==> src/rtl/hsk_pkg.sv <==
package hsk_pkg;
  typedef enum logic [2:0] {
    RA_GCTL = 3'd0,
    RA_PCTL = 3'd1,
    RA_DDIR = 3'd2,
    RA_DATA = 3'd3,
    RA_STAT = 3'd4
  } reg_addr_e;

  typedef enum logic [1:0] {
    L2_NEG   = 2'b00,
    L2_ASRT  = 2'b01,
    L2_LOCK  = 2'b10,
    L2_PULSE = 2'b11
  } l2_out_e;

  localparam int NUM_LINES = 2;
  localparam logic [1:0] SUB_DBL_IN  = 2'b00;
  localparam logic [1:0] SUB_DBL_OUT = 2'b01;
endpackage

==> src/rtl/hsk_sync_edge.sv <==
module hsk_sync_edge #(
  parameter int STAGES = 2
) (
  input  logic clk,
  input  logic rst,
  input  logic raw_i,
  input  logic sense_i,
  output logic level_o,
  output logic edge_o
);
  logic [STAGES-1:0] sh_q;
  logic              prev_q;

  always_ff @(posedge clk) begin
    if (rst) begin
      sh_q   <= '0;
      prev_q <= 1'b0;
    end else begin
      sh_q   <= {sh_q[STAGES-2:0], raw_i};
      prev_q <= level_o;
    end
  end

  // polarity is applied before the edge is judged
  assign level_o = sense_i ? sh_q[STAGES-1] : ~sh_q[STAGES-1];
  assign edge_o  = level_o & ~prev_q;
endmodule

==> src/rtl/hsk_in_buf.sv <==
module hsk_in_buf #(
  parameter int W = 8
) (
  input  logic         clk,
  input  logic         rst,
  input  logic         push_i,
  input  logic         pop_i,
  input  logic [W-1:0] din_i,
  output logic [W-1:0] head_o,
  output logic [1:0]   cnt_o
);
  localparam int DEPTH = 2;

  logic [W-1:0] slot_q [DEPTH];
  logic [1:0]   cnt_q;
  logic         pop_ok, push_ok;
  logic [1:0]   wr_idx;

  assign pop_ok  = pop_i && (cnt_q != 2'd0);
  assign push_ok = push_i && ((cnt_q != 2'(DEPTH)) || pop_ok);
  assign wr_idx  = cnt_q - {1'b0, pop_ok};

  always_ff @(posedge clk) begin
    if (rst) begin
      for (int i = 0; i < DEPTH; i++) slot_q[i] <= '0;
      cnt_q <= 2'd0;
    end else begin
      if (pop_ok) slot_q[0] <= slot_q[1];
      if (push_ok) slot_q[wr_idx[0]] <= din_i;
      cnt_q <= cnt_q + {1'b0, push_ok} - {1'b0, pop_ok};
    end
  end

  assign head_o = (cnt_q != 2'd0) ? slot_q[0] : '0;
  assign cnt_o  = cnt_q;

  AST_IN_DEPTH: assert property (@(posedge clk) disable iff (rst)
    (push_i && !pop_i && cnt_q == 2'd2) |=> (cnt_q == 2'd2 && head_o == $past(head_o)));
endmodule

==> src/rtl/hsk_out_buf.sv <==
module hsk_out_buf #(
  parameter int W = 8
) (
  input  logic         clk,
  input  logic         rst,
  input  logic         dbl_i,
  input  logic         wr_i,
  input  logic [W-1:0] wdata_i,
  input  logic         ack_i,
  output logic [W-1:0] lat_o,
  output logic         avail_o,
  output logic         load_o
);
  logic [W-1:0] lat_q, pend_q, lat_d, pend_d;
  logic         ov_q, pv_q, ov_d, pv_d;

  always_comb begin
    lat_d  = lat_q;
    pend_d = pend_q;
    ov_d   = ov_q;
    pv_d   = pv_q;
    load_o = 1'b0;
    if (ack_i) begin
      if (dbl_i && pv_q) begin
        lat_d  = pend_q;
        pv_d   = 1'b0;
        load_o = 1'b1;
      end else begin
        ov_d = 1'b0;
      end
    end
    if (wr_i) begin
      if (!dbl_i || !ov_d) begin
        lat_d  = wdata_i;
        ov_d   = 1'b1;
        load_o = 1'b1;
      end else begin
        pend_d = wdata_i;
        pv_d   = 1'b1;
      end
    end
  end

  always_ff @(posedge clk) begin
    if (rst) begin
      lat_q  <= '0;
      pend_q <= '0;
      ov_q   <= 1'b0;
      pv_q   <= 1'b0;
    end else begin
      lat_q  <= lat_d;
      pend_q <= pend_d;
      ov_q   <= ov_d;
      pv_q   <= pv_d;
    end
  end

  assign lat_o   = lat_q;
  assign avail_o = ov_q;

  AST_SB_LOAD: assert property (@(posedge clk) disable iff (rst)
    (wr_i && !dbl_i) |=> (lat_o == $past(wdata_i)));
  AST_DB_HOLD: assert property (@(posedge clk) disable iff (rst)
    (wr_i && dbl_i && ov_q && !ack_i) |=> $stable(lat_o));
endmodule

==> src/rtl/hsk_line_ctl.sv <==
module hsk_line_ctl import hsk_pkg::*; #(
  parameter int PULSE_LEN = 4
) (
  input  logic       clk,
  input  logic       rst,
  input  logic       en_i,
  input  logic [2:0] mode_i,
  input  logic       in_role_i,
  input  logic       in_ready_i,
  input  logic       out_avail_i,
  input  logic       trig_i,
  input  logic       sense_i,
  output logic       asrt_o,
  output logic       line_o,
  output logic       oe_o
);
  localparam int CNT_W = $clog2(PULSE_LEN + 1);

  logic [CNT_W-1:0] pcnt_q;
  logic             asrt_d;

  always_ff @(posedge clk) begin
    if (rst)                  pcnt_q <= '0;
    else if (trig_i)          pcnt_q <= CNT_W'(PULSE_LEN);
    else if (pcnt_q != '0)    pcnt_q <= pcnt_q - 1'b1;
  end

  always_comb begin
    asrt_d = 1'b0;
    if (en_i && mode_i[2]) begin
      case (l2_out_e'(mode_i[1:0]))
        L2_NEG:   asrt_d = 1'b0;
        L2_ASRT:  asrt_d = 1'b1;
        L2_LOCK:  asrt_d = in_role_i ? in_ready_i : out_avail_i;
        default:  asrt_d = (pcnt_q != '0);
      endcase
    end
  end

  always_ff @(posedge clk) begin
    if (rst) begin
      asrt_o <= 1'b0;
      line_o <= 1'b0;
      oe_o   <= 1'b0;
    end else begin
      asrt_o <= asrt_d;
      line_o <= sense_i ? asrt_o : ~asrt_o;
      oe_o   <= mode_i[2];
    end
  end

  AST_DIS_NEG: assert property (@(posedge clk) disable iff (rst)
    !en_i |=> !asrt_o);
  AST_PULSE_DEC: assert property (@(posedge clk) disable iff (rst)
    (pcnt_q != '0 && !trig_i) |=> (pcnt_q == $past(pcnt_q) - 1'b1));
endmodule

==> src/rtl/hsk_port_ctrl.sv <==
module hsk_port_ctrl import hsk_pkg::*; #(
  parameter int W           = 8,
  parameter int ADDR_W      = 3,
  parameter int SYNC_STAGES = 2,
  parameter int PULSE_LEN   = 4
) (
  input  logic              clk,
  input  logic              rst,
  input  logic              bus_sel,
  input  logic              bus_wr,
  input  logic              bus_rd,
  input  logic [ADDR_W-1:0] bus_addr,
  input  logic [W-1:0]      bus_wdata,
  output logic [W-1:0]      bus_rdata,
  input  logic [W-1:0]      pin_in,
  output logic [W-1:0]      pin_out,
  output logic [W-1:0]      pin_oe,
  input  logic              hs_a_in,
  input  logic              hs_b_in,
  output logic              hs_b_out,
  output logic              hs_b_oe,
  output logic              irq
);
  logic [W-1:0] gctl_q, pctl_q, ddir_q, rdata_q;
  logic [1:0]   flag_q;
  logic         irq_q;

  // line 0 = strobe, line 1 = second handshake line
  logic [NUM_LINES-1:0] raw_ln, lvl_ln, edg_ln, sense_ln;
  assign raw_ln   = {hs_b_in, hs_a_in};
  assign sense_ln = gctl_q[1:0];

  for (genvar gi = 0; gi < NUM_LINES; gi++) begin : g_line
    hsk_sync_edge #(.STAGES(SYNC_STAGES)) u_sync (
      .clk     (clk),
      .rst     (rst),
      .raw_i   (raw_ln[gi]),
      .sense_i (sense_ln[gi]),
      .level_o (lvl_ln[gi]),
      .edge_o  (edg_ln[gi])
    );
  end

  logic       hs_en, in_role, dbl_out;
  logic [1:0] submode;
  logic [2:0] l2_mode;
  assign hs_en   = gctl_q[4];
  assign submode = pctl_q[7:6];
  assign l2_mode = pctl_q[5:3];
  assign in_role = (submode == SUB_DBL_IN);
  assign dbl_out = (submode == SUB_DBL_OUT);

  logic ev1, ev2;
  assign ev1 = edg_ln[0] & hs_en;
  assign ev2 = edg_ln[1] & hs_en & ~l2_mode[2];

  logic acc_wr, acc_rd, wr_gctl, wr_pctl, wr_ddir, wr_data, wr_stat, rd_data;
  assign acc_wr  = bus_sel & bus_wr;
  assign acc_rd  = bus_sel & bus_rd;
  assign wr_gctl = acc_wr && (bus_addr == ADDR_W'(RA_GCTL));
  assign wr_pctl = acc_wr && (bus_addr == ADDR_W'(RA_PCTL));
  assign wr_ddir = acc_wr && (bus_addr == ADDR_W'(RA_DDIR));
  assign wr_data = acc_wr && (bus_addr == ADDR_W'(RA_DATA));
  assign wr_stat = acc_wr && (bus_addr == ADDR_W'(RA_STAT));
  assign rd_data = acc_rd && (bus_addr == ADDR_W'(RA_DATA));

  logic [W-1:0] in_head, lat;
  logic [1:0]   in_cnt;
  logic         out_avail, load_ev, asrt;

  hsk_in_buf #(.W(W)) u_in_buf (
    .clk    (clk),
    .rst    (rst),
    .push_i (ev1 & in_role),
    .pop_i  (rd_data & in_role),
    .din_i  (pin_in),
    .head_o (in_head),
    .cnt_o  (in_cnt)
  );

  hsk_out_buf #(.W(W)) u_out_buf (
    .clk     (clk),
    .rst     (rst),
    .dbl_i   (dbl_out),
    .wr_i    (wr_data),
    .wdata_i (bus_wdata),
    .ack_i   (ev1 & ~in_role),
    .lat_o   (lat),
    .avail_o (out_avail),
    .load_o  (load_ev)
  );

  hsk_line_ctl #(.PULSE_LEN(PULSE_LEN)) u_line_ctl (
    .clk         (clk),
    .rst         (rst),
    .en_i        (hs_en),
    .mode_i      (l2_mode),
    .in_role_i   (in_role),
    .in_ready_i  (in_cnt != 2'd2),
    .out_avail_i (out_avail),
    .trig_i      (in_role ? rd_data : load_ev),
    .sense_i     (gctl_q[1]),
    .asrt_o      (asrt),
    .line_o      (hs_b_out),
    .oe_o        (hs_b_oe)
  );

  logic [W-1:0] in_val, data_val, stat_val;
  assign in_val   = in_role ? in_head : pin_in;
  assign data_val = (ddir_q & lat) | (~ddir_q & in_val);
  assign stat_val = W'({2'b00, (l2_mode[2] ? asrt : lvl_ln[1]), lvl_ln[0], 2'b00, flag_q});

  always_ff @(posedge clk) begin
    if (rst) begin
      gctl_q <= '0;
      pctl_q <= '0;
      ddir_q <= '0;
    end else begin
      if (wr_gctl) gctl_q <= bus_wdata;
      if (wr_pctl) pctl_q <= bus_wdata;
      if (wr_ddir) ddir_q <= bus_wdata;
    end
  end

  // a set from an edge wins over a write-1 clear in the same cycle
  always_ff @(posedge clk) begin
    if (rst) begin
      flag_q <= '0;
    end else begin
      flag_q[0] <= (flag_q[0] & ~(wr_stat & bus_wdata[0])) | ev1;
      flag_q[1] <= (flag_q[1] & ~(wr_stat & bus_wdata[1])) | ev2;
    end
  end

  always_ff @(posedge clk) begin
    if (rst) begin
      irq_q <= 1'b0;
    end else begin
      irq_q <= (flag_q[0] && pctl_q[1:0] == 2'b10) || (flag_q[1] && pctl_q[2]);
    end
  end

  always_ff @(posedge clk) begin
    if (rst) begin
      rdata_q <= '0;
    end else if (acc_rd) begin
      case (bus_addr)
        ADDR_W'(RA_GCTL): rdata_q <= gctl_q;
        ADDR_W'(RA_PCTL): rdata_q <= pctl_q;
        ADDR_W'(RA_DDIR): rdata_q <= ddir_q;
        ADDR_W'(RA_DATA): rdata_q <= data_val;
        ADDR_W'(RA_STAT): rdata_q <= stat_val;
        default:          rdata_q <= '0;
      endcase
    end
  end

  assign bus_rdata = rdata_q;
  assign pin_out   = lat;
  assign pin_oe    = ddir_q;
  assign irq       = irq_q;

  AST_DDIR_WRITE: assert property (@(posedge clk) disable iff (rst)
    wr_ddir |=> (pin_oe == $past(bus_wdata)));
  AST_FLAG_W1C: assert property (@(posedge clk) disable iff (rst)
    (wr_stat && bus_wdata[0] && !ev1) |=> !flag_q[0]);
  AST_FLAG_SET_WINS: assert property (@(posedge clk) disable iff (rst)
    ev1 |=> flag_q[0]);
  AST_IRQ_FLAG: assert property (@(posedge clk) disable iff (rst)
    (flag_q[0] && pctl_q[1:0] == 2'b10) |=> irq);
endmodule

==> config.mk <==
export PLATFORM = sky130hd
export DESIGN_NAME = hsk_port_ctrl
export DESIGN_NICKNAME = d
export VERILOG_FILES = /design/src/rtl/hsk_pkg.sv /design/src/rtl/hsk_sync_edge.sv /design/src/rtl/hsk_in_buf.sv /design/src/rtl/hsk_out_buf.sv /design/src/rtl/hsk_line_ctl.sv /design/src/rtl/hsk_port_ctrl.sv
export SDC_FILE = /design/constraint.sdc
export NUM_CORES = 1
export LEC_CHECK = 0
export BUFFER_PORTS_ARGS = -buffer_cell sky130_fd_sc_hd__buf_2
export CAP_MARGIN = 20
export CORE_MARGIN = 10
export CORE_UTILIZATION = 40
export CTS_BUF_LIST = sky130_fd_sc_hd__clkbuf_16
export CTS_CLUSTER_DIAMETER = 120
export DETAILED_ROUTE_END_ITERATION = 10
export PLACE_DENSITY = 0.65
export SLEW_MARGIN = 10
export SYNTH_ARGS = -nofsm -noshare
export SYNTH_HDL_FRONTEND = slang
export SYNTH_SLANG_ARGS = --single-unit
==> constraint.sdc <==
create_clock -name clk -period 3.24 [get_ports clk]
set_clock_uncertainty 0.15 [all_clocks]
set_input_delay 0.648 -clock clk [delete_from_list [all_inputs] [get_ports clk]]
set_output_delay 0.648 -clock clk [all_outputs]
set_load 0.01 [all_outputs]
==> out/qor.yml <==
run:
  maxCapViolations: 0
clock_network:
  cts_buffers: 9
  h-tree-depth: 3
  cts_tree: "yes"
  clock_sinks: 83
  hold_buffers: 0
  cts_setup_buffers: 0
  cts_buffer_depth: 2
  worst_skew_pair.late_latency_ns: 0.34
  cts.clk_slew.worst_paths_ns: 0.06
  clock-root-buffer: "clkbuf_16"
  cts_resized: 0
timing:
  slew_headroom: 0.509
  setup_violations: 0
  fin_crit_sh: 0.842
  setup_tns_ns: 0
  finalMaxSlewViolations: 0
  fmax_mhz: 366
  hold_violations: 0
  worstMarginPinSlew_ns: 0.718
  rsz0062_at_grt: "no"
  period_needed_ns: 2.73
final_layout:
  syn2layout_area_growth_pct: 18.7
  diodes: 0
  layout-drive-gt1-share: 0.206
  n_fill_cell: 936
  design_area_um2: 4750
  final_util: 0.486
  layout.nets: 496
  stdcell_count: 603
  mostFrequentLayoutCell: "dfxtp_1"
  seq_area_um2: 1820
  multi_input_area_um2: 2030
  layout_common_cells: "dfxtp_1 (67), nor2_1 (57), buf_2 (52)"
power:
  combPwrFrac: 0.095
  switching_power_w: 0.000581
  total_power_w: 0.00248
  p_sw_frac: 0.235
  pwr-share-seq: 0.446
  p_int_w: 0.00190
  clock_power_share: 0.460
  peakVddDrop_mv: 0.254
  p_leak_nw: 1.82
  power.density_nw_per_um2: 522
critical_path:
  path_max_fanout: 5
  cp.arrival_ns: 2.67
  worstSetupPathType: "in2reg"
  critPathRequiredTime_ns: 3.18
  start_kind: "input port"
  endpoint_kind: "register"
die:
  die_h_um: 120
  core_um2: 9770
  die-area_um2: 14400
  ios: 53
  start_util: 0.409
  rows: 36
  die_w_um: 120
global_route:
  grt_remaining_overflow: 0
  grt_pass1_wl_um: 17300
  first_global_vias: 3238
  antenna_found_initial: 0
  track_usage: 0.147
  grt_max_degree: 55
routing:
  drc: 0
  dr.first_iter.drc_count: 214
  wl_um: 10400
  ant_nets: 0
  viasPerCell: 5.31
  vias: 3202
  wl_per_cell_um: 17.3
  firstDrtPassIters: 5
run_status:
  status: "completed"
hold_path:
  hold_class: "reg2reg"
logic_synthesis:
  ys_types: 51
  syn_inst: 412
  ys_async_sr_fraction: 0
  synth_edf_count: 16
  ys_seq_area_frac: 0.455
  synth_fp_nets: 443
  synth-seq-cells: 83
  synthFlopType: "dfxtp_1"
  syn_avg_cell_area_um2: 9.71
  ys.warnings.count: 0
  syn-cell-area_um2: 4000
placed_design:
  numPortBuffers: 52
  placed_area_um2: 4410
  place_inst: 587
  gp_congestion: 0.848
  dp_hpwl_um: 7620
## metrics by stage
step / hold WS (ns) / setup slack (ns)
floorplan: 0.264 / 0.186
global placement: 0.275 / 0.287
detailed placement: 0.280 / 0.217
CTS: 0.294 / 0.542
global route: 0.316 / 0.393
finish: 0.285 / 0.511
## critical path, cell delays in order
cell and delay [ns]:
buf_2 0.12, nand3b_4 0.15, or3_4 0.44, nor2_1 0.14
ha_1 0.15, inv_1 0.09, nor3_1 0.61, nor3_4 0.09
a22o_1 0.21
## layout make-up
type,count,area share
Clock buffer,10,0.0527
Clock inverter,6,0.0179
Inverter,10,0.00791
Multi-Input combinational cell,296,0.427
Sequential cell,83,0.384
Tap cell,133,0.0351
Timing Repair Buffer,65,0.0754
## flip-flops by register name, indices dropped and copies added (netlist names), 4 cells and up
name / flops
bus_rdata: 8
g_line.u_sync.sh_q: 4
gctl_q: 8
pctl_q: 8
pin_oe: 8
u_in_buf.slot_q: 16
u_out_buf.lat_o: 8
u_out_buf.pend_q: 8
## logic make-up after synthesis
| logic type | Yosys count | synth area share |
|---|---|---|
| flops | 83 | 0.455 |
| buf+inv | 33 | 0.0391 |
| fa+ha+maj | 5 | 0.0156 |
| compound gates | 91 | 0.149 |
| simple gates | 146 | 0.208 |
| mux | 47 | 0.118 |
| xor+xnor | 7 | 0.0153 |
## per-layer routing
layer	wire, um	GRT usage	up-vias
met5	0	0	-
met4	181	0.0445	0
met3	559	0.0394	15
met2	4870	0.238	83
met1	4800	0.188	1519
li1	-	-	1585
## power groups by stage
stage / Clock (W) / Sequential [W] / Combinational [W]
2_1_floorplan: 0 / 0.00112 / 0.000158
3_3_place_gp: 0 / 0.00113 / 0.000228
3_5_place_dp: 0 / 0.00113 / 0.000235
4_1_cts: 0.00115 / 0.00110 / 0.000237
5_1_grt: 0.00119 / 0.00111 / 0.000265
6_report: 0.00114 / 0.00110 / 0.000234
## worst paths after layout
check,from,end,slack [ns],cells after the start
hold reg to reg,g_line[0].u_sync.sh_q[0]$_SDFF_PP0_,g_line[0].u_sync.sh_q[1]$_SDFF_PP0_,0.29,1
hold / removal,g_line[0].u_sync.sh_q[0]$_SDFF_PP0_,g_line[0].u_sync.sh_q[1]$_SDFF_PP0_,0.29,1
setup reg to reg,u_in_buf.cnt_o[0]$_SDFF_PP0_,u_in_buf.slot_q[0][0]$_DFFE_PP_,0.53,8
setup / recovery,bus_addr[2],u_in_buf.slot_q[0][0]$_DFFE_PP_,0.51,9
## Yosys cell counts, drive strengths merged, types with 8 or more instances
cell     number  share of area
dfxtp        67           0.34
nor2         57          0.053
mux2i        47           0.12
o21ai        31          0.039
a21oi        22          0.029
nand2        21          0.020
edfxtp       16           0.12
nor3         14          0.029
clkbuf       13          0.012
nor2b        13          0.020
and2         10          0.016
buf          10          0.018
inv          10         0.0094
a2111oi       8          0.018
o31ai         8          0.015
Note: power is estimated with default switching activity, not from simulation.
